<file path="config.mk">
export PLATFORM = sky130hd
export DESIGN_NAME = ipb_bank
export DESIGN_NICKNAME = d
export VERILOG_FILES = /design/src/rtl/ipb_pkg.sv /design/src/rtl/ipb_cell.sv /design/src/rtl/ipb_access_mask.sv /design/src/rtl/ipb_regport.sv /design/src/rtl/ipb_bank.sv
export SDC_FILE = /design/constraint.sdc
export NUM_CORES = 1
export LEC_CHECK = 0
export BUFFER_PORTS_ARGS = -buffer_cell sky130_fd_sc_hd__buf_2
export CAP_MARGIN = 30
export CORE_UTILIZATION = 30
export DETAILED_ROUTE_END_ITERATION = 8
export PLACE_DENSITY = 0.62
export SLEW_MARGIN = 20
export SYNTH_ARGS = -nofsm -noshare
export SYNTH_HDL_FRONTEND = slang
export SYNTH_SLANG_ARGS = --single-unit
</file>
<file path="constraint.sdc">
create_clock -name clk -period 1.8 [get_ports clk]
set_clock_uncertainty 0.1 [all_clocks]
set_input_delay 0.09 -clock clk [delete_from_list [all_inputs] [get_ports clk]]
set_output_delay 0.09 -clock clk [all_outputs]
set_load 0.01 [all_outputs]
</file>
<file path="src/rtl/ipb_pkg.sv">
`timescale 1ns/1ps
package ipb_pkg;
   localparam int unsigned WORD_W = 32;

   typedef enum logic [1:0] {
      IRQ_IDLE     = 2'b00,
      IRQ_PEND     = 2'b01,
      IRQ_ACT      = 2'b10,
      IRQ_ACT_PEND = 2'b11
   } irq_state_e;

   typedef struct packed {
      logic line;
      logic is_edge;
      logic sw_set;
      logic clr;
      logic ack;
      logic deact;
   } cell_ctl_t;
endpackage

</file>
<file path="src/rtl/ipb_cell.sv">
`timescale 1ns/1ps
module ipb_cell
   import ipb_pkg::*;
(
   input  logic       clk,
   input  logic       rst_n,
   input  cell_ctl_t  ctl,
   output irq_state_e state
);
   logic line_q, sw_q, edge_q, act_q;
   logic rise, pend, take;

   always_comb begin
      rise = ctl.line & ~line_q;
      pend = ctl.is_edge ? edge_q : (ctl.line | sw_q);
      take = ctl.ack & pend;
   end

   always_ff @(posedge clk or negedge rst_n) begin
      if (!rst_n) begin
         line_q <= 1'b0;
         sw_q   <= 1'b0;
         edge_q <= 1'b0;
         act_q  <= 1'b0;
      end else begin
         line_q <= ctl.line;
         // edge latch: new events win over removal in the same cycle
         if (!ctl.is_edge)              edge_q <= 1'b0;
         else if (rise || ctl.sw_set)   edge_q <= 1'b1;
         else if (ctl.clr || take)      edge_q <= 1'b0;
         // software latch for level mode
         if (ctl.is_edge)               sw_q <= 1'b0;
         else if (ctl.sw_set)           sw_q <= 1'b1;
         else if (ctl.clr || take)      sw_q <= 1'b0;
         // active: acknowledge wins over deactivate
         if (take)                      act_q <= 1'b1;
         else if (ctl.deact)            act_q <= 1'b0;
      end
   end

   assign state = irq_state_e'({act_q, pend});
endmodule

</file>
<file path="src/rtl/ipb_access_mask.sv">
`timescale 1ns/1ps
module ipb_access_mask #(
   parameter int unsigned N = 32
) (
   input  logic         route_en,
   input  logic         sec_off,
   input  logic         bus_ns,
   input  logic [N-1:0] grp_ns,
   output logic [N-1:0] mask
);
   always_comb begin
      if (!route_en)               mask = '0;
      else if (sec_off || !bus_ns) mask = '1;
      else                         mask = grp_ns;
   end
endmodule

</file>
<file path="src/rtl/ipb_regport.sv">
`timescale 1ns/1ps
module ipb_regport #(
   parameter int unsigned ADDR_W  = 12,
   parameter int unsigned DATA_W  = 32,
   parameter int unsigned N       = 32,
   parameter int unsigned CLR_OFS = 32'h280
) (
   input  logic              clk,
   input  logic              rst_n,
   input  logic              sel,
   input  logic              wr,
   input  logic [ADDR_W-1:0] addr,
   input  logic [DATA_W-1:0] wdata,
   input  logic [N-1:0]      mask,
   input  logic [N-1:0]      pend,
   output logic [N-1:0]      clr,
   output logic [DATA_W-1:0] rdata
);
   localparam logic [ADDR_W-1:0] HIT_ADDR = ADDR_W'(CLR_OFS);

   logic              hit;
   logic [DATA_W-1:0] rd_word;
   logic [N-1:0]      vis;

   assign hit = sel && (addr == HIT_ADDR);
   assign vis = pend & mask;
   assign clr = (hit && wr) ? (wdata[N-1:0] & mask) : '0;

   generate
      if (N == DATA_W) begin : g_full
         assign rd_word = vis;
      end else begin : g_pad
         assign rd_word = {{(DATA_W-N){1'b0}}, vis};
      end
   endgenerate

   always_ff @(posedge clk or negedge rst_n) begin
      if (!rst_n)           rdata <= '0;
      else if (sel && !wr)  rdata <= hit ? rd_word : '0;
   end
endmodule

</file>
<file path="src/rtl/ipb_bank.sv">
`timescale 1ns/1ps
module ipb_bank
   import ipb_pkg::*;
#(
   parameter int unsigned N_SGI   = 16,
   parameter int unsigned N_PPI   = 16,
   parameter int unsigned ADDR_W  = 12,
   parameter int unsigned CLR_OFS = 32'h280
) (
   input  logic                   clk,
   input  logic                   rst_n,
   input  logic [N_SGI+N_PPI-1:0] irq_line,
   input  logic [N_SGI+N_PPI-1:0] irq_is_edge,
   input  logic [N_SGI+N_PPI-1:0] irq_grp_ns,
   input  logic [N_SGI+N_PPI-1:0] sw_set,
   input  logic [N_SGI+N_PPI-1:0] cpu_ack,
   input  logic [N_SGI+N_PPI-1:0] cpu_deact,
   input  logic                   route_en,
   input  logic                   sec_off,
   input  logic                   bus_sel,
   input  logic                   bus_wr,
   input  logic [ADDR_W-1:0]      bus_addr,
   input  logic [31:0]            bus_wdata,
   input  logic                   bus_ns,
   output logic [31:0]            bus_rdata,
   output logic [N_SGI+N_PPI-1:0] pend_o,
   output logic [N_SGI+N_PPI-1:0] act_o
);
   localparam int unsigned N_IRQ  = N_SGI + N_PPI;
   localparam int unsigned DATA_W = WORD_W;

   generate
      if (N_IRQ > DATA_W) begin : g_err_width
         $error("ipb_bank: interrupt count exceeds register width");
      end
      if (N_IRQ == 0) begin : g_err_empty
         $error("ipb_bank: no interrupts configured");
      end
      if ((CLR_OFS % 4) != 0) begin : g_err_align
         $error("ipb_bank: register offset not word aligned");
      end
      if ((CLR_OFS >> ADDR_W) != 0) begin : g_err_range
         $error("ipb_bank: register offset outside address range");
      end
   endgenerate

   logic [N_IRQ-1:0] mask;
   logic [N_IRQ-1:0] clr_vec;

   ipb_access_mask #(.N(N_IRQ)) u_mask (
      .route_en (route_en),
      .sec_off  (sec_off),
      .bus_ns   (bus_ns),
      .grp_ns   (irq_grp_ns),
      .mask     (mask)
   );

   ipb_regport #(
      .ADDR_W  (ADDR_W),
      .DATA_W  (DATA_W),
      .N       (N_IRQ),
      .CLR_OFS (CLR_OFS)
   ) u_port (
      .clk   (clk),
      .rst_n (rst_n),
      .sel   (bus_sel),
      .wr    (bus_wr),
      .addr  (bus_addr),
      .wdata (bus_wdata),
      .mask  (mask),
      .pend  (pend_o),
      .clr   (clr_vec),
      .rdata (bus_rdata)
   );

   generate
      for (genvar i = 0; i < N_IRQ; i++) begin : g_irq
         cell_ctl_t  c;
         irq_state_e st;
         assign c = '{line:    irq_line[i],
                      is_edge: irq_is_edge[i],
                      sw_set:  sw_set[i],
                      clr:     clr_vec[i],
                      ack:     cpu_ack[i],
                      deact:   cpu_deact[i]};
         ipb_cell u_cell (
            .clk   (clk),
            .rst_n (rst_n),
            .ctl   (c),
            .state (st)
         );
         assign pend_o[i] = (st == IRQ_PEND) || (st == IRQ_ACT_PEND);
         assign act_o[i]  = (st == IRQ_ACT)  || (st == IRQ_ACT_PEND);
      end
   endgenerate
endmodule

</file>
==> summary.txt, run 1 <==
Placed design
  • Placed cell count: 1377
  • DP Worst Slack: 125 ps
  • Final HPWL DP: 16.0 mm
  • RD Place Congestion: 0.842
  • Count of input and output buffers: 338

Floorplanning
  • Starting Density: between 30% and 40%
  • Std-Cell Core Area: around 0.023 mm²
  • Die width: 155 µm
  • Io pins: 339
  • Full die area: 0.0240 mm²
  • Die height: 155 µm
  • Row cnt: 55

Min path
  • Worst Hold Class: in -> async

Routing
  • Detail Route Antenna Nets: 0
  • Via Count: 7857
  • Wirelength per Cell: 15.2 µm
  • Vias/cell: 4.72
  • Drt total wl: ~25 mm
  • Drt pass-1 iters: 5
  • Drc violations: 0
  • Drt first-iter violations: between 400 and 500

Logic synthesis
  • Seq cells post-synth: 160
  • Syn. warnings: 0
  • Mapped Cells: ~760
  • Syn Area/Cell: approximately 9.2 µm²
  • Syn Std Cell Area: 0.00703 mm²
  • Sequential share of the synthesized area: a little under three fifths
  • Count of cell types in the netlist: 19
  • Post-Syn Nets: 1006
  • Area contributors post-synth: dfrtp_1 (57%), o21ai_0 (11%), nand2_1 (5.1%), or3b_2 (4.0%), nor2_1 (3.5%)
  • Post-synth top area share: 57.0%
  • Area leader, netlist: dfrtp_1

Setup path
  • Critical Path Sink Type: register
  • FF-to-FF setup slack: ~100 ps
  • Critical path type: in -> reg
  • Worst setup path start: cpu_ack[11]
  • Worst r2r dst: g_irq[11].u_cell.sw_q
  • Worst Reg-to-Reg Cells: 3
  • Crit path to: g_irq[11].u_cell.sw_q
  • Worst r2r src: g_irq[11].u_cell.sw_q
  • Critical Path Fanout Max: 3
  • Type of origin of the critical path: input pin
  • CP required: 2040 ps
  • CP arrival: between 1500 and 2000 ps

Clock network
  • CTS root buf: clkbuf_16
  • TritonCTS clock tree: yes
  • Clock insertion delay at the later pin of the skew report: 410 ps
  • TritonCTS Buffers: 17
  • CTS sink cnt: 160
  • Clock transition at the registers of the reported paths: ~70 ps
  • H-tree depth: 4
  • Bufs on Longest Clock Path: 2
  • Setup Fix Bufs, Post-CTS: 0

Layout
  • Layout cells sized above 1: between 30% and 40%
  • Nets: 1582
  • P&R area growth vs syn: 73.4%
  • Fillers: 2002
  • Layout Cells excl Fill: 1666
  • Utilization after layout: 53.5%

Global route
  • Initial antenna violation count: 1
  • Global Route Usage Sum: 21.2%
  • First-pass GRT wire length: 40.0 mm
  • Vias in the first global route: 8225
  • Total gr overflow: 0
  • Largest net degree at the start of global routing: 55

Flow run
  • Max-cap violations: 0

STA
  • Pins Over Slew Limit: 0
  • Fmax: 580 MHz
  • Setup violations, final: 0
  • RSZ-0062 raised after global routing: no
  • Final WS setup: about 76 ps
  • Relative slew slack: 67.7%
  • Final min period: 1720 ps
  • Worst Max-Slew Pin Slew: around 480 ps
  • Setup TNS: 0 ps
  • Tcrit/Tclk final: 95.8%
  • Hold Vio Cnt, Final: 0

Run status
  • Outcome: completed

Power
  • Clk pwr share: 38.0%
  • Psw: 2470 µW
  • Int Pwr: roughly 6800 µW
  • Combinational share of power: 19.4%
  • Static leakage: just under 0.006 µW
  • Flop pwr share: a little over two fifths
  • Net Sw Frac: 26.7%
  • Worst VDD drop: around 0.49 mV
  • PD cells: around 760 mW/mm²
critical path, cell delays in order:
cell           delay [ps]
dlygate4sd3_1         540
buf_2                 150
or3b_2                480
o22ai_1               130
dlygate4sd3_1         580
cells in the final DEF (no fill, tap or decap), types with 32 or more instances in the layout:
cell | netlist | routed
nand2_1 | 96 | 96
dfrtp_1 | 160 | 160
nor2b_1 | 32 | 32
o21ai_1 | 33 | 38
o31ai_1 | 32 | 32
buf_2 | 4 | 337
o22ai_1 | 32 | 32
dlygate4sd3_1 | 0 | 256
inv_1 | 64 | 64
or3b_2 | 32 | 32
o21ai_0 | 159 | 154
nor2_1 | 65 | 65
worst min path at each step:
stage	endpoint	slack [ps]
global route	g_irq[21].u_cell.sw_q	100
CTS	g_irq[21].u_cell.sw_q	70
finish	g_irq[21].u_cell.sw_q	90
floorplan	g_irq[0].u_cell.act_q	-310
global placement	g_irq[21].u_cell.sw_q	-40
detailed placement	g_irq[21].u_cell.sw_q	-40
through the flow:
| step | cell area, µm² | total power, µW | hold slack, ps |
|---|---|---|---|
| 2_1_floorplan | 7030 | 4500 | -306 |
| 3_3_place_gp | 9050 | 5160 | -35.3 |
| 3_5_place_dp | 9050 | 5180 | -36.6 |
| 4_1_cts | 12200 | 9300 | 66.1 |
| 5_1_grt | 12200 | 9700 | 95.0 |
| 6_report | 12200 | 9220 | 88.0 |
power by group through the flow:
stage	registers (µW)	clock network [µW]	logic, µW
2_1_floorplan	3960	0	536
3_3_place_gp	3980	0	1170
3_5_place_dp	3990	0	1190
4_1_cts	3920	3630	1740
5_1_grt	3950	3790	1960
6_report	3930	3510	1790
sequential cells by signal (all words and copies together), names as in the netlist:
name / count
g_irq.u_cell.act_q: 32
g_irq.u_cell.sw_q: 32
g_irq.u_cell.line_q: 32
u_port.rdata: 32
g_irq.u_cell.edge_q: 32
per-layer routing:
metal  part of all wire [%]  routed length (µm)  vias up  track usage (%)
li1                       -                   -     3734                -
met5                      0                   0        -                0
met3                    5.4                1350       52             4.51
met4                    2.5                 637        0             8.82
met1                     41               10400     3747             24.4
met2                     51               12800      324             38.1
synthesized netlist by cell type:
cell type and number:
buf_6 3, clkbuf_1 42, o22ai_1 32, nand2_1 96, dfrtp_1 160, nand4_1 2, and4bb_1 1, nor2b_1 32
nor2_1 65, o21ai_0 159, o31ai_1 32, inv_1 64, o21ai_1 33, or2_4 1, nor3b_1 1, nor4b_2 2
or3b_2 32, nand2b_1 2, buf_2 4
cells by family (layout without fill, tap and decap cells):
kind of cell	after synthesis	after routing	synth area share, %
AOI/OAI and AO/OA	256	256	19.9
and+or+nand+nor	234	234	16.6
DFF	160	160	57.0
buffers and inverters	113	702	6.43
other	0	1	0
timing repair:
action,CTS,global route
hold endpoints to repair,320,0
hold buffers,256,0
gates resized for setup,0,6
setup endpoints to repair,0,18
final cells by class:
| class | instances | area, µm² | share of cell area [%] |
|---|---|---|---|
| clock buffer | 20 | 437 | 3.58 |
| clock inverter | 12 | 126 | 1.04 |
| inverter | 64 | 240 | 1.97 |
| antenna | 1 | 2.50 | 0.0205 |
| timing repair buffer | 606 | 4400 | 36.1 |
| tap | 313 | 392 | 3.21 |
| multi-input combinational | 490 | 2580 | 21.2 |
| sequential | 160 | 4000 | 32.9 |
Note: power is estimated with default switching activity, not from simulation.
==> run 2, diff against run 1 <==
RECOVER_POWER = 50   (was default)
==> run 2 against run 1 <==
Sequential power barely moved. Power decreased by 0.10%. Worst hold slack gained 98 ps. Via count is essentially flat. Critical path depth is 2 higher.
==> summary.txt, run 2 (synthesis gave the netlist of run 1 again) <==
Run status
  • Outcome: completed

Setup path
  • Critical Path Fanout Max: 3
  • Critical-path cell list: dlygate4sd3_1 -> clkbuf_1 -> nor2_1 -> o21ai_0 -> nand2_1 -> o21ai_0 -> dlygate4sd3_1
  • Type of origin of the critical path: input pin
  • Slowest cell on crit path: dlygate4sd3_1
  • CP arrival: 2000 ps
  • Family with the most delay on the worst path: buffers and inverters
  • FF-to-FF setup slack: roughly 80 ps
  • CP required: 2050 ps
  • WP buf/inv: 3
  • Critical path type: in -> reg
  • CP peak stage delay: 570 ps
  • Critical Path Sink Type: register

Global route
  • Vias in the first global route: between 8k and 9k
  • Total gr overflow: 0
  • First-pass GRT wire length: 40.0 mm
  • Largest net degree at the start of global routing: 55
  • Global Route Usage Sum: roughly a fifth
  • Met3 global-route usage: 4.51%
  • Met2 usage: a little under two fifths
  • Initial antenna violation count: 1
  • GRT Max-Usage Layer: met2
  • Met1 usage: 24.4%

Floorplanning
  • Full die area: between 0.02 and 0.025 mm²
  • Die width: around 160 µm
  • Starting Density: 30.8%
  • Io pins: 339
  • Row cnt: 55
  • Die height: roughly 160 µm
  • Std-Cell Core Area: 0.0228 mm²

Power
  • Int Pwr: 6740 µW
  • Psw: around 2500 µW
  • Tot Pwr: 9210 µW
  • Flop pwr share: 42.7%
  • Clk pwr share: 38.1%
  • Combinational share of power: between 10% and 20%
  • PD cells: roughly 760 mW/mm²
  • Worst VDD drop: 0.492 mV
  • Static leakage: 0.00581 µW
  • Net Sw Frac: between 20 and 30%

Clock network
  • Clock insertion delay at the later pin of the skew report: 420 ps
  • CTS root buf: clkbuf_16
  • CTS sink cnt: 160
  • TritonCTS clock tree: yes
  • Setup Fix Bufs, Post-CTS: 0
  • H-tree depth: 4
  • Clock transition at the registers of the reported paths: 70 ps
  • Bufs on Longest Clock Path: 2
  • TritonCTS Buffers: 17

STA
  • Setup TNS: 0 ps
  • Worst Max-Slew Pin Slew: 1260 ps
  • Final min period: 1750 ps
  • Hold Vio Cnt, Final: 0
  • Setup violations, final: 0
  • Relative slew slack: approximately 16%
  • Tcrit/Tclk final: 97.0%
  • Fmax: 573 MHz
  • RSZ-0062 raised after global routing: no
  • Pins Over Slew Limit: 0

Placed design
  • Final HPWL DP: 16.0 mm
  • RD Place Congestion: ~0.84
  • DP Area: roughly 0.009 mm²
  • Count of input and output buffers: 338

Routing
  • Drc violations: 0
  • Drt pass-1 iters: 5
  • Via Count: 7858
  • Drt first-iter violations: around 420
  • Wirelength per Cell: 15.2 µm
  • Vias/cell: roughly 4.7
  • Detail Route Antenna Nets: 0
  • Drt total wl: 25.2 mm

Layout
  • Most common cell after layout, fill and taps aside: buf_2
  • Nets: 1582
  • Post-layout instance area: 0.0121 mm²
  • P&R area growth vs syn: 72.4%
  • Most frequent cells in the layout: buf_2 (292), dlygate4sd3_1 (256), dfrtp_1 (160)
  • Layout cells sized above 1: 27.4%

Flow run
  • Max-cap violations: 0

Min path
  • Worst Hold Class: in -> reg
run 2: metal layers:
layer / vias up / share of wire [%]
li1: 3738 / -
met1: 3728 / 41
met2: 340 / 51
met3: 52 / 5.5
met4: 0 / 2.5
met5: - / 0
run 2: final timing paths:
kind,from,to,cells past startpoint
worst max-delay path,irq_line[8],g_irq[8].u_cell.act_q,7
worst min-delay path,bus_ns,u_port.rdata[25],4
worst max register to register,g_irq[8].u_cell.sw_q,g_irq[8].u_cell.act_q,5
worst min register to register,u_port.rdata[9],u_port.rdata[9],2
max in group asynchronous,rst_n,g_irq[7].u_cell.sw_q,3
min in group asynchronous,rst_n,g_irq[21].u_cell.sw_q,2
run 2: power groups by stage:
stage | registers [µW] | clock network [µW] | logic, µW
global route | 3950 | 3790 | 1940
floorplan | 3960 | 0 | 536
CTS | 3920 | 3630 | 1740
finish | 3930 | 3510 | 1770
global placement | 3980 | 0 | 1170
detailed placement | 3990 | 0 | 1190
run 2: worst reg2reg max path: stages, from the launching register on:
cell and delay [ps]:
dfrtp_1 350, nor2_1 40, o21ai_0 410, nand2_1 110
o21ai_0 80, dlygate4sd3_1 570
run 2: stage by stage:
stage,hold WS [ps],std cells,utilization (%),worst slack [ps]
6_report,186,1666,53.2,54.1
5_1_grt,197,1666,53.2,5.02
4_1_cts,66.1,1665,53.4,35.7
3_5_place_dp,-36.6,1377,39.7,125
3_3_place_gp,-35.3,1377,39.7,158
2_1_floorplan,-306,763,-,595
run 2: what timing repair did:
action | 4_1_cts | 5_1_grt
resized for setup | 0 | 6
hold endpoints to repair | 320 | 0
hold buffers | 256 | 0
setup endpoints to repair | 0 | 18
run 2: cell type report:
cell class | instances | area [µm²]
clock buffers | 20 | 437
repair buffers | 606 | 4330
multi-input cells | 490 | 2580
fillers | 2032 | 10700
well taps | 313 | 392
inverters | 64 | 240
flip-flops and latches | 160 | 4000
diodes | 1 | 2.50
clock inverters | 12 | 126
